**src/rtl/rid_pkg.sv**
```systemverilog
package rid_pkg;
  typedef enum logic [1:0] {
    ST_IDLE   = 2'd0,
    ST_ARMED  = 2'd1,
    ST_STREAM = 2'd2
  } rid_state_e;

  localparam int unsigned PIN_CS   = 0;
  localparam int unsigned PIN_TRIG = 1;
  localparam int unsigned PIN_SCL  = 2;
  localparam int unsigned PIN_BUSY = 3;
  localparam int unsigned PIN_W    = 4;
  // select idles deasserted (high)
  localparam logic [PIN_W-1:0] PIN_RST_VAL = 4'b0001;
endpackage

```
**src/rtl/rid_sync.sv**
```systemverilog
module rid_sync #(
  parameter int unsigned WIDTH = 4,
  parameter int unsigned STAGES = 2,
  parameter logic [WIDTH-1:0] RST_VAL = '0
) (
  input  logic             clk_i,
  input  logic             rst_ni,
  input  logic [WIDTH-1:0] d_i,
  output logic [WIDTH-1:0] q_o
);
  logic [WIDTH-1:0] stg_q [STAGES];

  always_ff @(posedge clk_i or negedge rst_ni) begin
    if (!rst_ni) stg_q[0] <= RST_VAL;
    else         stg_q[0] <= d_i;
  end

  for (genvar i = 1; i < STAGES; i++) begin : g_stage
    always_ff @(posedge clk_i or negedge rst_ni) begin
      if (!rst_ni) stg_q[i] <= RST_VAL;
      else         stg_q[i] <= stg_q[i-1];
    end
  end

  assign q_o = stg_q[STAGES-1];
endmodule

```
**src/rtl/rid_edge.sv**
```systemverilog
module rid_edge #(
  parameter bit RISING = 1'b1
) (
  input  logic clk_i,
  input  logic rst_ni,
  input  logic lvl_i,
  output logic edge_o
);
  logic prev_q;

  always_ff @(posedge clk_i or negedge rst_ni) begin
    if (!rst_ni) prev_q <= 1'b0;
    else         prev_q <= lvl_i;
  end

  if (RISING) begin : g_rise
    assign edge_o = lvl_i & ~prev_q;
  end else begin : g_fall
    assign edge_o = ~lvl_i & prev_q;
  end
endmodule

```
**src/rtl/rid_shifter.sv**
```systemverilog
module rid_shifter #(
  parameter int unsigned WORD_W = 32,
  parameter logic [WORD_W-1:0] ID_WORD = '0
) (
  input  logic clk_i,
  input  logic rst_ni,
  input  logic load_i,
  input  logic shift_i,
  output logic bit_o,
  output logic last_o
);
  localparam int unsigned CNT_W = $clog2(WORD_W);
  localparam logic [CNT_W-1:0] CNT_LAST = CNT_W'(WORD_W - 1);

  logic [WORD_W-1:0] sh_q;
  logic [CNT_W-1:0]  cnt_q;

  always_ff @(posedge clk_i or negedge rst_ni) begin
    if (!rst_ni) begin
      sh_q  <= '0;
      cnt_q <= '0;
    end else if (load_i) begin
      sh_q  <= ID_WORD;
      cnt_q <= '0;
    end else if (shift_i) begin
      sh_q  <= sh_q >> 1;
      cnt_q <= cnt_q + 1'b1;
    end
  end

  assign bit_o  = sh_q[0];
  assign last_o = (cnt_q == CNT_LAST);

  // sequencer must finish on the last bit, never shift past it
  assert_no_overrun_R4: assert property (@(posedge clk_i) disable iff (!rst_ni)
    shift_i |-> (cnt_q != CNT_LAST));
endmodule

```
**src/rtl/rid_fsm.sv**
```systemverilog
module rid_fsm
  import rid_pkg::*;
(
  input  logic clk_i,
  input  logic rst_ni,
  input  logic cs_hi_i,
  input  logic busy_i,
  input  logic trig_rise_i,
  input  logic trig_fall_i,
  input  logic scl_fall_i,
  input  logic last_i,
  output logic load_o,
  output logic shift_o,
  output logic drive_o,
  output logic active_o,
  output logic done_o,
  output logic abort_o
);
  rid_state_e state_q, state_d;
  logic done_d, abort_d;

  always_comb begin
    state_d = state_q;
    load_o  = 1'b0;
    shift_o = 1'b0;
    done_d  = 1'b0;
    abort_d = 1'b0;
    unique case (state_q)
      ST_IDLE: begin
        if (trig_rise_i && !cs_hi_i && !busy_i) begin
          state_d = ST_ARMED;
          load_o  = 1'b1;
        end
      end
      ST_ARMED: begin
        if (cs_hi_i) begin
          state_d = ST_IDLE;
          abort_d = 1'b1;
        end else if (trig_fall_i) begin
          state_d = ST_STREAM;
        end
      end
      ST_STREAM: begin
        if (cs_hi_i) begin
          state_d = ST_IDLE;
          abort_d = 1'b1;
        end else if (scl_fall_i) begin
          if (last_i) begin
            state_d = ST_IDLE;
            done_d  = 1'b1;
          end else begin
            shift_o = 1'b1;
          end
        end
      end
      default: state_d = ST_IDLE;
    endcase
  end

  always_ff @(posedge clk_i or negedge rst_ni) begin
    if (!rst_ni) begin
      state_q <= ST_IDLE;
      done_o  <= 1'b0;
      abort_o <= 1'b0;
    end else begin
      state_q <= state_d;
      done_o  <= done_d;
      abort_o <= abort_d;
    end
  end

  assign drive_o  = (state_q == ST_STREAM);
  assign active_o = (state_q != ST_IDLE);

  assert_no_skip_R2: assert property (@(posedge clk_i) disable iff (!rst_ni)
    (state_q == ST_IDLE) |=> (state_q != ST_STREAM));

  assert_busy_blocks_R5: assert property (@(posedge clk_i) disable iff (!rst_ni)
    (state_q == ST_IDLE && busy_i) |=> (state_q == ST_IDLE));

  assert_deselect_exit_R7: assert property (@(posedge clk_i) disable iff (!rst_ni)
    cs_hi_i |=> (state_q == ST_IDLE));

  assert_done_pulse_R4: assert property (@(posedge clk_i) disable iff (!rst_ni)
    done_o |=> !done_o);

  assert_done_abort_excl_R7: assert property (@(posedge clk_i) disable iff (!rst_ni)
    !(done_o && abort_o));
endmodule

```
**src/rtl/reset_id_streamer.sv**
```systemverilog
module reset_id_streamer #(
  parameter int unsigned WORD_W = 32,
  parameter logic [WORD_W-1:0] ID_WORD = 32'hA5C3_1E92,
  parameter int unsigned SYNC_STAGES = 2
) (
  input  logic clk_i,
  input  logic rst_ni,
  input  logic cs_ni,
  input  logic rst_pin_i,
  input  logic scl_i,
  input  logic wr_busy_i,
  output logic sda_o,
  output logic sda_oe_o,
  output logic active_o,
  output logic done_o,
  output logic abort_o
);
  import rid_pkg::*;

  logic [PIN_W-1:0] pins_raw, pins_s;
  logic trig_rise, trig_fall, scl_fall;
  logic load, shift, last, data_bit, drive;

  assign pins_raw[PIN_CS]   = cs_ni;
  assign pins_raw[PIN_TRIG] = rst_pin_i;
  assign pins_raw[PIN_SCL]  = scl_i;
  assign pins_raw[PIN_BUSY] = wr_busy_i;

  rid_sync #(.WIDTH(PIN_W), .STAGES(SYNC_STAGES), .RST_VAL(PIN_RST_VAL)) u_sync (
    .clk_i, .rst_ni, .d_i(pins_raw), .q_o(pins_s)
  );

  rid_edge #(.RISING(1'b1)) u_trig_rise (
    .clk_i, .rst_ni, .lvl_i(pins_s[PIN_TRIG]), .edge_o(trig_rise)
  );
  rid_edge #(.RISING(1'b0)) u_trig_fall (
    .clk_i, .rst_ni, .lvl_i(pins_s[PIN_TRIG]), .edge_o(trig_fall)
  );
  rid_edge #(.RISING(1'b0)) u_scl_fall (
    .clk_i, .rst_ni, .lvl_i(pins_s[PIN_SCL]), .edge_o(scl_fall)
  );

  rid_fsm u_fsm (
    .clk_i, .rst_ni,
    .cs_hi_i(pins_s[PIN_CS]), .busy_i(pins_s[PIN_BUSY]),
    .trig_rise_i(trig_rise), .trig_fall_i(trig_fall),
    .scl_fall_i(scl_fall), .last_i(last),
    .load_o(load), .shift_o(shift), .drive_o(drive),
    .active_o, .done_o, .abort_o
  );

  rid_shifter #(.WORD_W(WORD_W), .ID_WORD(ID_WORD)) u_shift (
    .clk_i, .rst_ni, .load_i(load), .shift_i(shift),
    .bit_o(data_bit), .last_o(last)
  );

  assign sda_oe_o = drive;
  assign sda_o    = drive ? data_bit : 1'b1;

  // released line must read high (idle level for the open-drain pad)
  assert_release_high_R8: assert property (@(posedge clk_i) disable iff (!rst_ni)
    !sda_oe_o |-> sda_o);
endmodule

```
**config.mk**
```make
export PLATFORM = sky130hd
export DESIGN_NAME = reset_id_streamer
export DESIGN_NICKNAME = d
export VERILOG_FILES = /design/src/rtl/rid_pkg.sv /design/src/rtl/rid_sync.sv /design/src/rtl/rid_edge.sv /design/src/rtl/rid_shifter.sv /design/src/rtl/rid_fsm.sv /design/src/rtl/reset_id_streamer.sv
export SDC_FILE = /design/constraint.sdc
export NUM_CORES = 1
export LEC_CHECK = 0
export CELL_PAD_IN_SITES_DETAIL_PLACEMENT = 0
export CELL_PAD_IN_SITES_GLOBAL_PLACEMENT = 1
export CORE_MARGIN = 10
export CORE_UTILIZATION = 48
export CTS_CLUSTER_DIAMETER = 120
export CTS_CLUSTER_SIZE = 10
export DETAILED_ROUTE_END_ITERATION = 8
export GPL_ROUTABILITY_DRIVEN = 0
export HOLD_SLACK_MARGIN = 0.05
export PLACE_DENSITY = 0.76
export SYNTH_ARGS = -nofsm -noshare
export SYNTH_HDL_FRONTEND = slang
export SYNTH_HIERARCHICAL = 1
export SYNTH_SLANG_ARGS = --single-unit
```
**constraint.sdc**
```tcl
create_clock -name clk_i -period 2.7 [get_ports clk_i]
set_input_delay 0.405 -clock clk_i [delete_from_list [all_inputs] [get_ports clk_i]]
set_output_delay 0.405 -clock clk_i [all_outputs]
set_load 0.01 [all_outputs]
```
* After elaboration in Yosys (flattened, before gate mapping)
Cells that the tools add are included.
** Word-level totals
- Output and inout bits :: 5
- Bits in latches :: 0
- Bits in read-only memories :: 0
- Memories kept :: 0
- RAM bits :: 0
- Bits in registers :: 51
- Input bits :: 6
** Operators by class
- $lt $le $gt $ge :: 0
- Bitwise gates (word level) :: 6
- Eq/ne operators :: 7
- Muxes and demuxes :: 24
- Shift operators :: 0
- $add $sub $neg :: 1
- Divide/modulo/power cells :: 0
- Reduce and logical (&&, ||, !) cells :: 9
- Multipliers :: 0
** Operators with widths (count)
- $mux W32 :: 2
- $mux W1 :: 13
- $mux W2 :: 6
- $mux W5 :: 2
- $ne A3 B2 Y1 const B :: 2
- $pmux W2 S3 :: 1
- $add A5 B1 Y5 const B :: 1
- $eq A5 B5 Y1 const B :: 1
- $reduce_and A4 Y1 :: 1
- $reduce_bool A2 Y1 :: 2
- $and A1 B1 Y1 :: 3
- $ne A3 B3 Y1 const B :: 1
- $not A1 Y1 :: 3
- $eq A2 B1 Y1 const B :: 1
- $eq A2 B2 Y1 const B :: 1
- $logic_and A1 B1 Y1 :: 2
- $logic_not A1 Y1 :: 2
- $logic_not A2 Y1 :: 1
- $ne A2 B1 Y1 const B :: 1
- $reduce_or A2 Y1 :: 1

* Logic depth before layout (Yosys ltp)
Gate-level depths: netlist (run 1).
- Depth in word-level cells :: 7
- Gate-level depth with buffers :: 8

* Cells and area by module
Netlist (run 1), hierarchy kept.
** By module, submodules not included
- rid_shifter :: area an instance 1576.5 um^2, cells each 126, times used 1
- rid_fsm :: area an instance 262.8 um^2, cells each 26, times used 1
- rid_sync :: area an instance 232.7 um^2, cells each 12, times used 1
- rid_edge :: area an instance 38.8 um^2, cells each 2, times used 3
- reset_id_streamer :: area an instance 6.3 um^2, cells each 1, times used 1

* Worst setup path after synthesis (run 1)
OpenSTA, ideal clock, no wires.
- Kind :: reg2reg
- From :: reg u_shift.cnt_q[0]
- To :: reg u_shift.sh_q[1]
- Arrival time :: 1.816 ns
- Setup slack :: 0.760 ns
- Period minus slack after synthesis :: 1.940 ns
- Stages on the path, launching flop included :: 9
- Required time :: 2.576 ns
- Cells stage by stage :: dfrtp_1 ha_1 and3_1 ha_1 nor3_1 buf_6 inv_4 buf_6 a211o_1
** On the way
- Cells in the longest elaborated chain, start to end :: 6
** Ends and longest elaborated chain
- start, declared :: RTL line rid_shifter.sv:16 : logic [CNT_W-1:0] cnt_q;
- start signal, assigned :: RTL line rid_shifter.sv:27 : cnt_q <= cnt_q + 1'b1;
- $eq A5 B5 Y1 :: RTL line rid_shifter.sv:32 : assign last_o = (cnt_q == CNT_LAST);
- net last :: RTL line reset_id_streamer.sv:22 : logic load, shift, last, data_bit, drive;
- $mux W1 :: RTL line rid_fsm.sv:48 : if (last_i) begin
- $mux W1 :: RTL line rid_fsm.sv:47 : end else if (scl_fall_i) begin
- $mux W1 :: RTL line rid_fsm.sv:44 : if (cs_hi_i) begin
- $mux W1 :: RTL line rid_fsm.sv:28 : unique case (state_q)
- net shift :: RTL line reset_id_streamer.sv:22
- $reduce_bool A2 Y1 (no line)
- end signal, assigned :: RTL line rid_shifter.sv:26 : sh_q <= sh_q >> 1;
- end, declared :: RTL line rid_shifter.sv:15 : logic [WORD_W-1:0] sh_q;
The timed path passes the listed nets, and every way through them passes these cells.
A chain may end at the register's enable or synchronous reset.

* Worst setup path after layout (run 1)
- From :: reg u_shift.cnt_q[0]
- To :: reg u_shift.cnt_q[3]
** On the way
- Cells in the longest elaborated chain, start to end :: 6
** Ends and longest elaborated chain (RTL line)
- $eq A5 B5 Y1 :: rid_shifter.sv:32
- net last :: reset_id_streamer.sv:22
- $mux W1 :: rid_fsm.sv:48
- $mux W1 :: rid_fsm.sv:47
- $mux W1 :: rid_fsm.sv:44
- $mux W1 :: rid_fsm.sv:28
- net shift :: reset_id_streamer.sv:22
- $reduce_bool A2 Y1 (no line)
The timed path passes the listed nets, and every way through them passes these cells. The select of a mux whose other input is x is not followed.

==> results of run 1 <==
==> state kept, by name (all words and copies together) (netlist names) <==
name / count
u_fsm/abort_o: 1
u_fsm/done_o: 1
u_fsm/state_q: 2
u_scl_fall/prev_q: 1
u_shift/cnt_q: 5
u_shift/sh_q: 32
u_sync/q_o: 4
u_sync/stg_q: 4
u_trig_fall/prev_q: 1
u_trig_rise/prev_q: 1
==> cell type report <==
type                       instances  share of cell area (%)
sequential                        52                    54.4
multi-input combinational        101                    32.3
timing repair buffer              14                    5.85
clock buffer                       5                    2.87
tap                               52                    2.71
clock inverter                     3                    1.04
inverter                           5                   0.887
==> report_power, final <==
| group | total (mW) | internal, mW | switching, mW | leakage [nW] |
|---|---|---|---|---|
| Clock | 0.452 | 0.189 | 0.263 | 0.0452 |
| Sequential | 1.05 | 0.956 | 0.0963 | 0.633 |
| Combinational | 0.431 | 0.241 | 0.190 | 0.404 |
==> stage by stage <==
| stage | std cells | setup slack [ps] |
|---|---|---|
| after floorplan | 171 | 760 |
| after global placement | 223 | 667 |
| after detailed placement | 223 | 612 |
| after CTS | 232 | 594 |
| after global routing | 232 | 509 |
| final | 232 | 618 |
==> synth_stat cells, drive strengths merged, types with 2 or more instances <==
master,instances
dfrtp,50
nor2,21
mux2i,19
and2,16
a211o,15
buf,12
nor2b,6
ha,5
inv,5
a21bo,2
and3,2
dfstp,2
nand2b,2
==> routing by layer <==
layer | up-vias | wire length [µm]
met3 | 5 | 142
met5 | - | 0
met2 | 17 | 1440
met4 | 0 | 53
met1 | 619 | 1500
li1 | 593 | -
==> logic make-up (layout without fill, tap and decap cells) <==
group / count (synthesis) / after routing / synth area share [%]
flops: 52 / 52 / 59.4
simple gates: 52 / 52 / 13.5
compound gates: 23 / 23 / 9.07
mux: 20 / 20 / 9.18
buf+inv: 18 / 27 / 5.59
fa+ha+maj: 5 / 5 / 2.85
xor+xnor: 1 / 1 / 0.399
==> worst max path at each step <==
stage                        to  depth (start not counted)        startpoint
5_1_grt        u_shift/sh_q[16]                          7  u_shift/cnt_q[0]
6_report       u_shift/cnt_q[3]                          7  u_shift/cnt_q[0]
4_1_cts        u_shift/cnt_q[3]                          7  u_shift/cnt_q[0]
3_5_place_dp   u_shift/cnt_q[3]                          7  u_shift/cnt_q[0]
2_1_floorplan   u_shift/sh_q[1]                          8  u_shift/cnt_q[0]
3_3_place_gp   u_shift/cnt_q[3]                          7  u_shift/cnt_q[0]
==> metrics.md, run 1 <==
| Metric | Value |
|---|---|
| FF-to-FF path depth | 7 |
| Fin area | 2400 µm² |
| Via density | 5.32 |
| Critical path type | reg -> reg |
| Number of global-route vias before repair | 1250 |
| Final Critical Period | 2080 ps |
| Fin nets | 190 |
| Routed WL per cell | 13.5 µm |
| Overall routing resource usage | 9.18% |
| M3 GR Usage | 3.16% |
| Power per standard cell area | 807 nW/µm² |
| Peak supply drop | 0.546 mV |
| DRT Pass-1 Iters | 4 |
| Tot Pwr | 1.94 mW |
| Placement Cell Area | 2290 µm² |
| Critical-path top delay cell | dfrtp_1 |
| Most used DFF post-synth | dfrtp_1 |
| Post-route DRC | 0 |
| Syn-to-layout area delta | 9.24% |
| Yosys warns | 6 |
| Final count of negative-setup-slack endpoints | 0 |
| First-pass GRT wire length | 5.69 mm |
| Leading post-synthesis cells by cell area | dfrtp_1 (57%), mux2i_1 (8.7%), a211o_1 (6.0%) |
| Chip height | 87.6 µm |
| # Max-Cap Violations | 0 |
| Via Count | 1234 |
| Leak pwr | 1.08 nW |
| CTS tree | built |
| IO Pins | 11 |
| Final Max Tran Viols | 0 |
| Setup_tns | 0 ps |
| Worst skew pair latency | 300 ps |
| GRT overflow | 0 |
| M1 GR Usage | 11.3% |
| Register Area | 1300 µm² |
| Core region area | 4380 µm² |
| Clock slew at reported path FFs | 100 ps |
| Initial antenna violation count | 0 |
| Distinct cells, synth | 33 |
| Total CTS buffers | 5 |
| Post-DP HPWL | 2.12 mm |
| Syn Std Cell Area | 2190 µm² |
| Layout cells sized above 1 | 11.7% |
| Crit start category | register |
| Die X | 87.6 µm |
| Final wirelength | 3.14 mm |
| Critical Path AT | 2280 ps |
| # diodes | 0 |
| Most common cell on crit path | ha_1 |
| Worst Hold Launch | u_sync/stg_q[5] |
| CP endpoint kind | register |
| Cells after Synth | 171 |
| Critical Path RT | 2900 ps |
| Syn Nets | 182 |
| Hold path cells | 0 |
| Fmax | 0.480 GHz |
| Most common cell after layout, fill and taps aside | dfrtp_1 |
| Die area | 7680 µm² |
| Hold path endpoint | u_sync/q_o[1] |
| RR Endpoint | u_shift/cnt_q[3] |
| Postcts setup bufs | 0 |
| Post-synthesis sequential area ratio | 59.4% |
| Dominant cell type by area after synthesis | dfrtp_1 |
| Fill count | 391 |
| Status | finished, final reports clean |
| Worst-Margin Slew | 452 ps |
| HP Class | reg -> reg |
| Most frequent cells in the layout | dfrtp_1 (50), nor2_1 (21), mux2i_1 (19) |
| CTS Buffer Depth | 2 |
| Share of the synthesized area in the top cell type | 57.0% |
| Core Util, Final | 54.7% |
| Unrepaired setup endpoints after global routing | no |
| Hold Slack | 358 ps |
| Family with the most delay on the worst path | simple AND/OR/NAND/NOR gates |
| M2 GR Usage | 14.6% |
| Clock skew | 9.38 ps |
| Peak fanout along the critical path | 38 |
| PortBufs | 10 |
| Number of synthesized flops with an enable pin | 0 |
| FF-to-FF Start | u_shift/cnt_q[0] |
| Final hold vios | 0 |
| FP Rows | 24 |
| Gates resized, CTS repair | 0 |
| Remaining antenna violation count | 0 |
| CTS root buf | clkbuf_8 |
| Critical path, cell by cell | ha_1 -> and3_1 -> ha_1 -> nor3_2 -> buf_12 -> nand4_1 -> mux2_1 |
| Initial core utilization | 50.1% |
| Clock sinks | 52 |
| Largest net degree at the start of global routing | 39 |
| Busiest grt layer | met2 |
| Fin crit share | 77.1% |
| Max transition margin | 69.9% |
| Post-synth ARST share | 100% |
| Yosys reg bits | 52 |
| Hold_buf cts | 1 |
| Initial DRC count | 44 |
| Crit path buffers/inverters | 1 |
| R2R Setup Slk | 620 ps |
| CP peak stage delay | 420 ps |
| H-tree depth | 2 |
| Avg Cell Area, Syn | 12.8 µm² |
| Footprint of the multi-input gates | 773 µm² |
Note: power is estimated with default switching activity, not from simulation.
==> run 2, diff against run 1 <==
- CORE_UTILIZATION: 48 -> 44
- PLACE_DENSITY: 0.76 -> 0.74
- clock period: 2.7 -> 1.71 ns (I/O delays scaled with it)
==> metrics.md, run 2 (synthesis results as in run 1) <==
| Metric | Value |
|---|---|
| Final count of negative-setup-slack endpoints | 9 (was 0) |
| CTS root buf | clkbuf_8 (unchanged) |
| Largest net degree at the start of global routing | 27 (was 39) |
| Fin crit share | 105% (was 77.1%) |
| Post-DP HPWL | 2.33 mm (was 2.12 mm) |
| Die area | 8210 µm² (was 7680 µm²) |
| GRT overflow | 0 (unchanged) |
| CTS tree | built (unchanged) |
| # Max-Cap Violations | 0 (unchanged) |
| M2 GR Usage | 13.9% (was 14.6%) |
| Most frequent cells in the layout | dfrtp_1 (50), nor2_1 (21), mux2i_1 (18) (was dfrtp_1 (50), nor2_1 (21), mux2i_1 (19)) |
| Dpl ws | -94.0 ps (was 612 ps) |
| Status | finished, violations left (was finished, final reports clean) |
| H-tree depth | 2 (unchanged) |
| Final wirelength | 3.29 mm (was 3.14 mm) |
| Leak pwr | 1.17 nW (was 1.08 nW) |
| Remaining antenna violation count | 0 (unchanged) |
| Fin nets | 205 (was 190) |
| Fmax | 0.559 GHz (was 0.480 GHz) |
| FP Rows | 25 (was 24) |
| Hold path endpoint | u_sync/stg_q[4] (was u_sync/q_o[1]) |
| FF-to-FF path depth | 7 (unchanged) |
| Critical Path AT | 1970 ps (was 2280 ps) |
| FF-to-FF Start | u_shift/cnt_q[1] (was u_shift/cnt_q[0]) |
| Crit start category | register (unchanged) |
| Initial core utilization | 45.9% (was 50.1%) |
| Die X | 90.6 µm (was 87.6 µm) |
| R2R Setup Slk | -80 ps (was 620 ps) |
| DRT Pass-1 Iters | 4 (unchanged) |
| Layout cells sized above 1 | 22.1% (was 11.7%) |
| Clock slew at reported path FFs | 90 ps (was 100 ps) |
| # diodes | 0 (unchanged) |
| Register Area | 1300 µm² (unchanged) |
| Critical path type | reg -> reg (unchanged) |
| Power per standard cell area | 1260 nW/µm² (was 807 nW/µm²) |
| Number of global-route vias before repair | 1335 (was 1250) |
| Violated checks | setup timing |
| Via Count | 1295 (was 1234) |
| Critical Path RT | 1900 ps (was 2900 ps) |
| HP Class | in -> reg (was reg -> reg) |
| Initial DRC count | 75 (was 44) |
| Largest regs | u_shift/sh_q x32, u_shift/cnt_q x5 (unchanged) |
| RR Endpoint | u_shift/cnt_q[3] (unchanged) |
| Routed WL per cell | 12.6 µm (was 13.5 µm) |
| Fill count | 401 (was 391) |
| Clock skew | 7.31 ps (was 9.38 ps) |
| PortBufs | 10 (unchanged) |
| CP endpoint kind | register (unchanged) |
| Tot Pwr | 3.27 mW (was 1.94 mW) |
| Most common cell after layout, fill and taps aside | dfrtp_1 (unchanged) |
| Worst Hold Launch | cs_ni (was u_sync/stg_q[5]) |
| Final Max Tran Viols | 0 (unchanged) |
| Worst-Margin Slew | 310 ps (was 452 ps) |
| M3 GR Usage | 3.41% (was 3.16%) |
| M1 GR Usage | 10.0% (was 11.3%) |
| Final setup margin | -77.8 ps (was 618 ps) |
| Peak supply drop | 0.684 mV (was 0.546 mV) |
| Final hold vios | 0 (unchanged) |
| Busiest grt layer | met2 (unchanged) |
| Core Util, Final | 54.1% (was 54.7%) |
| Worst skew pair latency | 300 ps (about the same) |
| Final Critical Period | 1790 ps (was 2080 ps) |
| Initial antenna violation count | 0 (unchanged) |
| CTS Buffer Depth | 2 (unchanged) |
| Hold Slack | 357 ps (was 358 ps) |
| Max FFs per register | 32 (unchanged) |
| Post-route DRC | 0 (unchanged) |
| Worst Setup SP | u_shift/cnt_q[1] (was u_shift/cnt_q[0]) |
| Peak fanout along the critical path | 6 (was 38) |
| Hold path cells | 1 (was 0) |
| Total CTS buffers | 5 (unchanged) |
| Footprint of the multi-input gates | 811 µm² (was 773 µm²) |
| IO Pins | 11 (unchanged) |
| Clock sinks | 52 (unchanged) |
| Syn-to-layout area delta | 18.1% (was 9.24%) |
| Unrepaired setup endpoints after global routing | yes (was no) |
| Core region area | 4790 µm² (was 4380 µm²) |
| Setup_tns | -200 ps (was 0 ps) |
| Max transition margin | 79.3% (was 69.9%) |
| Chip height | 90.6 µm (was 87.6 µm) |
| First-pass GRT wire length | 5.91 mm (was 5.69 mm) |
| Most flop-heavy register | u_shift/sh_q (unchanged) |
| Via density | 4.94 (was 5.32) |
| Overall routing resource usage | 8.62% (was 9.18%) |
==> run 2: cell count changes in the layout (fill, tap and decap cells not counted), moves of 2 or more <==
cell,before,now
buf_6,0,6
ha_1,5,2
clkdlybuf4s50_1,9,6
ha_2,0,2
dlygate4sd2_1,0,2
buf_4,2,12
==> run 2: final cells by class <==
class	count	area share [%]
inverters	5	1.01
multi-input cells	101	31.3
clock inverters	2	1.50
well taps	67	3.24
clock buffers	6	2.80
repair buffers	29	9.85
flip-flops and latches	52	50.3
==> run 2: timing repair <==
action                                 4_1_cts  5_1_grt
setup endpoints to repair                   29       35
endpoints found under the hold margin       12        0
setup buffers                                4        1
resized for setup                            8        8
pin swaps                                    2        9
hold buffers                                 1        0
cloned                                       0        0
==> run 2: worst max path at each step <==
stage | to | slack (ps) | depth (start not counted)
after floorplan | u_shift/sh_q[1] | 0.3 | 8
after global placement | u_shift/sh_q[1] | -30 | 7
after detailed placement | u_shift/sh_q[12] | -90 | 7
after CTS | u_shift/sh_q[28] | -90 | 7
after global routing | u_shift/cnt_q[3] | -160 | 7
final | u_shift/cnt_q[3] | -80 | 7
==> run 2: worst max-delay path, stage by stage (launching register included) <==
cell     delay (ps)
dfrtp_1         390
ha_2            200
and3_4          150
ha_4            160
nor3_4          160
buf_4           190
nand4_1         110
mux2_1          320
==> run 2: power by group <==
| group | switching [mW] | internal (mW) |
|---|---|---|
| logic | 0.347 | 0.441 |
| clock network | 0.377 | 0.442 |
| registers | 0.148 | 1.51 |
==> run 2: stage by stage <==
step / cell area (µm²) / instances
final: 2590 / 262
after global placement: 2400 / 248
after detailed placement: 2400 / 248
after global routing: 2590 / 262
after floorplan: 2230 / 171
after CTS: 2560 / 261
==> run 2: per-layer routing <==
metal	up-vias	routed length, µm
met5	-	0
met4	0	53
met3	5	141
met2	15	1540
met1	652	1560
li1	623	-
==> run 3, diff against run 2 <==
- PLACE_DENSITY: 0.74 -> unset
- PLACE_DENSITY_LB_ADDON: unset -> 0.1
==> metrics.md, run 3 (synthesis results as in run 1) <==
| Metric | Value |
|---|---|
| Status | finished, violations left (unchanged) |
| Violated checks | setup timing (unchanged) |
| Fin nets | 208 (was 205) |
| Total CTS buffers | 5 (unchanged) |
| Initial antenna violation count | 0 (unchanged) |
| Remaining antenna violation count | 0 (unchanged) |
| Fill count | 410 (was 401) |
| Clock slew at reported path FFs | 90 ps (about the same) |
| Final setup margin | -59.2 ps (was -77.8 ps) |
| Clock sinks | 52 (unchanged) |
| # diodes | 0 (unchanged) |
| Final Critical Period | 1770 ps (was 1790 ps) |
| Leak pwr | 1.19 nW (was 1.17 nW) |
| Worst-Margin Slew | 546 ps (was 310 ps) |
| Critical path type | reg -> reg (unchanged) |
| Die X | 90.6 µm (unchanged) |
| # Max-Cap Violations | 0 (unchanged) |
| Post-DP HPWL | 2.46 mm (was 2.33 mm) |
| Final hold vios | 0 (unchanged) |
| Die area | 8210 µm² (unchanged) |
| H-tree depth | 2 (unchanged) |
| IO Pins | 11 (unchanged) |
| Core Util, Final | 54.7% (was 54.1%) |
| Worst skew pair latency | 300 ps (about the same) |
| Max transition margin | 63.6% (was 79.3%) |
| HP Class | in -> reg (unchanged) |
| Dpl ws | -80.5 ps (was -94.0 ps) |
| Via density | 4.89 (was 4.94) |
| Initial DRC count | 52 (was 75) |
| Critical Path RT | 1900 ps (about the same) |
| Initial core utilization | 45.9% (unchanged) |
| R2R Setup Slk | -60 ps (was -80 ps) |
| Layout cells sized above 1 | 24.7% (was 22.1%) |
| Power per standard cell area | 1200 nW/µm² (was 1260 nW/µm²) |
| Final wirelength | 3.60 mm (was 3.29 mm) |
| Register Area | 1300 µm² (unchanged) |
| Peak supply drop | 0.639 mV (was 0.684 mV) |
| Via Count | 1297 (was 1295) |
| Largest regs | u_shift/sh_q x32, u_shift/cnt_q x5 (unchanged) |
| Peak fanout along the critical path | 14 (was 6) |
| Post-route DRC | 0 (unchanged) |
| Fmax | 0.565 GHz (was 0.559 GHz) |
| CTS root buf | clkbuf_8 (unchanged) |
| Critical Path AT | 1960 ps (was 1970 ps) |
| CTS tree | built (unchanged) |
| Chip height | 90.6 µm (unchanged) |
| First-pass GRT wire length | 6.64 mm (was 5.91 mm) |
| Unrepaired setup endpoints after global routing | yes (unchanged) |
| Hold Slack | 351 ps (was 357 ps) |
| FP Rows | 25 (unchanged) |
| GRT overflow | 0 (unchanged) |
| Routed WL per cell | 13.6 µm (was 12.6 µm) |
| Largest net degree at the start of global routing | 27 (unchanged) |
| DRT Pass-1 Iters | 4 (unchanged) |
| Core region area | 4790 µm² (unchanged) |
| Syn-to-layout area delta | 19.2% (was 18.1%) |
| Fin crit share | 103% (was 105%) |
| Footprint of the multi-input gates | 815 µm² (was 811 µm²) |
| Max FFs per register | 32 (unchanged) |
| CP endpoint kind | register (unchanged) |
| Most flop-heavy register | u_shift/sh_q (unchanged) |
| Most common cell after layout, fill and taps aside | dfrtp_1 (unchanged) |
| Number of global-route vias before repair | 1433 (was 1335) |
| PortBufs | 10 (unchanged) |
| Most frequent cells in the layout | dfrtp_1 (50), nor2_1 (21), mux2i_1 (19) (was dfrtp_1 (50), nor2_1 (21), mux2i_1 (18)) |
| Final Max Tran Viols | 0 (unchanged) |
| Final count of negative-setup-slack endpoints | 19 (was 9) |
| Overall routing resource usage | 9.66% (was 8.62%) |
| Setup_tns | -263 ps (was -200 ps) |
| Crit start category | register (unchanged) |
| CTS Buffer Depth | 2 (unchanged) |
| Clock skew | 7.13 ps (was 7.31 ps) |
==> run 3: layout make-up <==
class,count,area share (%)
well taps,67,3.20
clock inverters,3,0.861
flip-flops and latches,52,49.8
clock buffers,5,2.63
inverters,5,0.813
multi-input cells,101,31.1
repair buffers,32,11.5
==> run 3: final timing paths <==
| kind | from | end | cells past startpoint |
|---|---|---|---|
| min in group asynchronous | rst_ni | u_shift/sh_q[3] | 2 |
| max in group asynchronous | rst_ni | u_shift/sh_q[14] | 3 |
| setup reg to reg | u_shift/cnt_q[1] | u_shift/cnt_q[3] | 7 |
| setup / recovery | u_shift/cnt_q[1] | u_shift/cnt_q[3] | 7 |
| hold reg to reg | u_sync/stg_q[5] | u_sync/q_o[1] | 0 |
| hold / removal | cs_ni | u_sync/stg_q[4] | 1 |
==> run 3: repair_timing <==
action | 4_1_cts | 5_1_grt
gates resized for setup | 5 | 6
pin swaps | 0 | 1
setup endpoints to repair | 33 | 38
gates cloned | 0 | 0
hold buffers | 1 | 0
buffers inserted | 3 | 0
hold endpoints to repair | 22 | 0
==> run 3: critical path, stage by stage, from the launching register on <==
cell     delay [ps]
dfrtp_1         400
ha_2            190
and3_4          150
ha_4            160
nor3_4          150
buf_12          170
nand4_1         120
mux2_4          320
==> run 3: metrics by stage <==
step           instances  total power, mW  instance area, µm²
2_1_floorplan        171             2.15                2230
3_3_place_gp         253             2.42                2480
3_5_place_dp         253             2.47                2480
4_1_cts              265             3.16                2600
5_1_grt              265             3.36                2620
6_report             265             3.15                2620
==> run 3: metal layers <==
layer | vias up | global-route usage, % | wire [µm]
li1 | 627 | - | -
met1 | 644 | 12.0 | 1740
met2 | 20 | 15.2 | 1680
met3 | 6 | 2.49 | 130
met4 | 0 | 4.77 | 46
met5 | - | 0 | 0
==> run 3: power by group <==
| group | internal (mW) | leakage [nW] | switching [mW] |
|---|---|---|---|
| sequential | 1.51 | 0.633 | 0.143 |
| clock | 0.294 | 0.0485 | 0.408 |
| combinational | 0.445 | 0.506 | 0.346 |
| total | 2.25 | 1.19 | 0.897 |
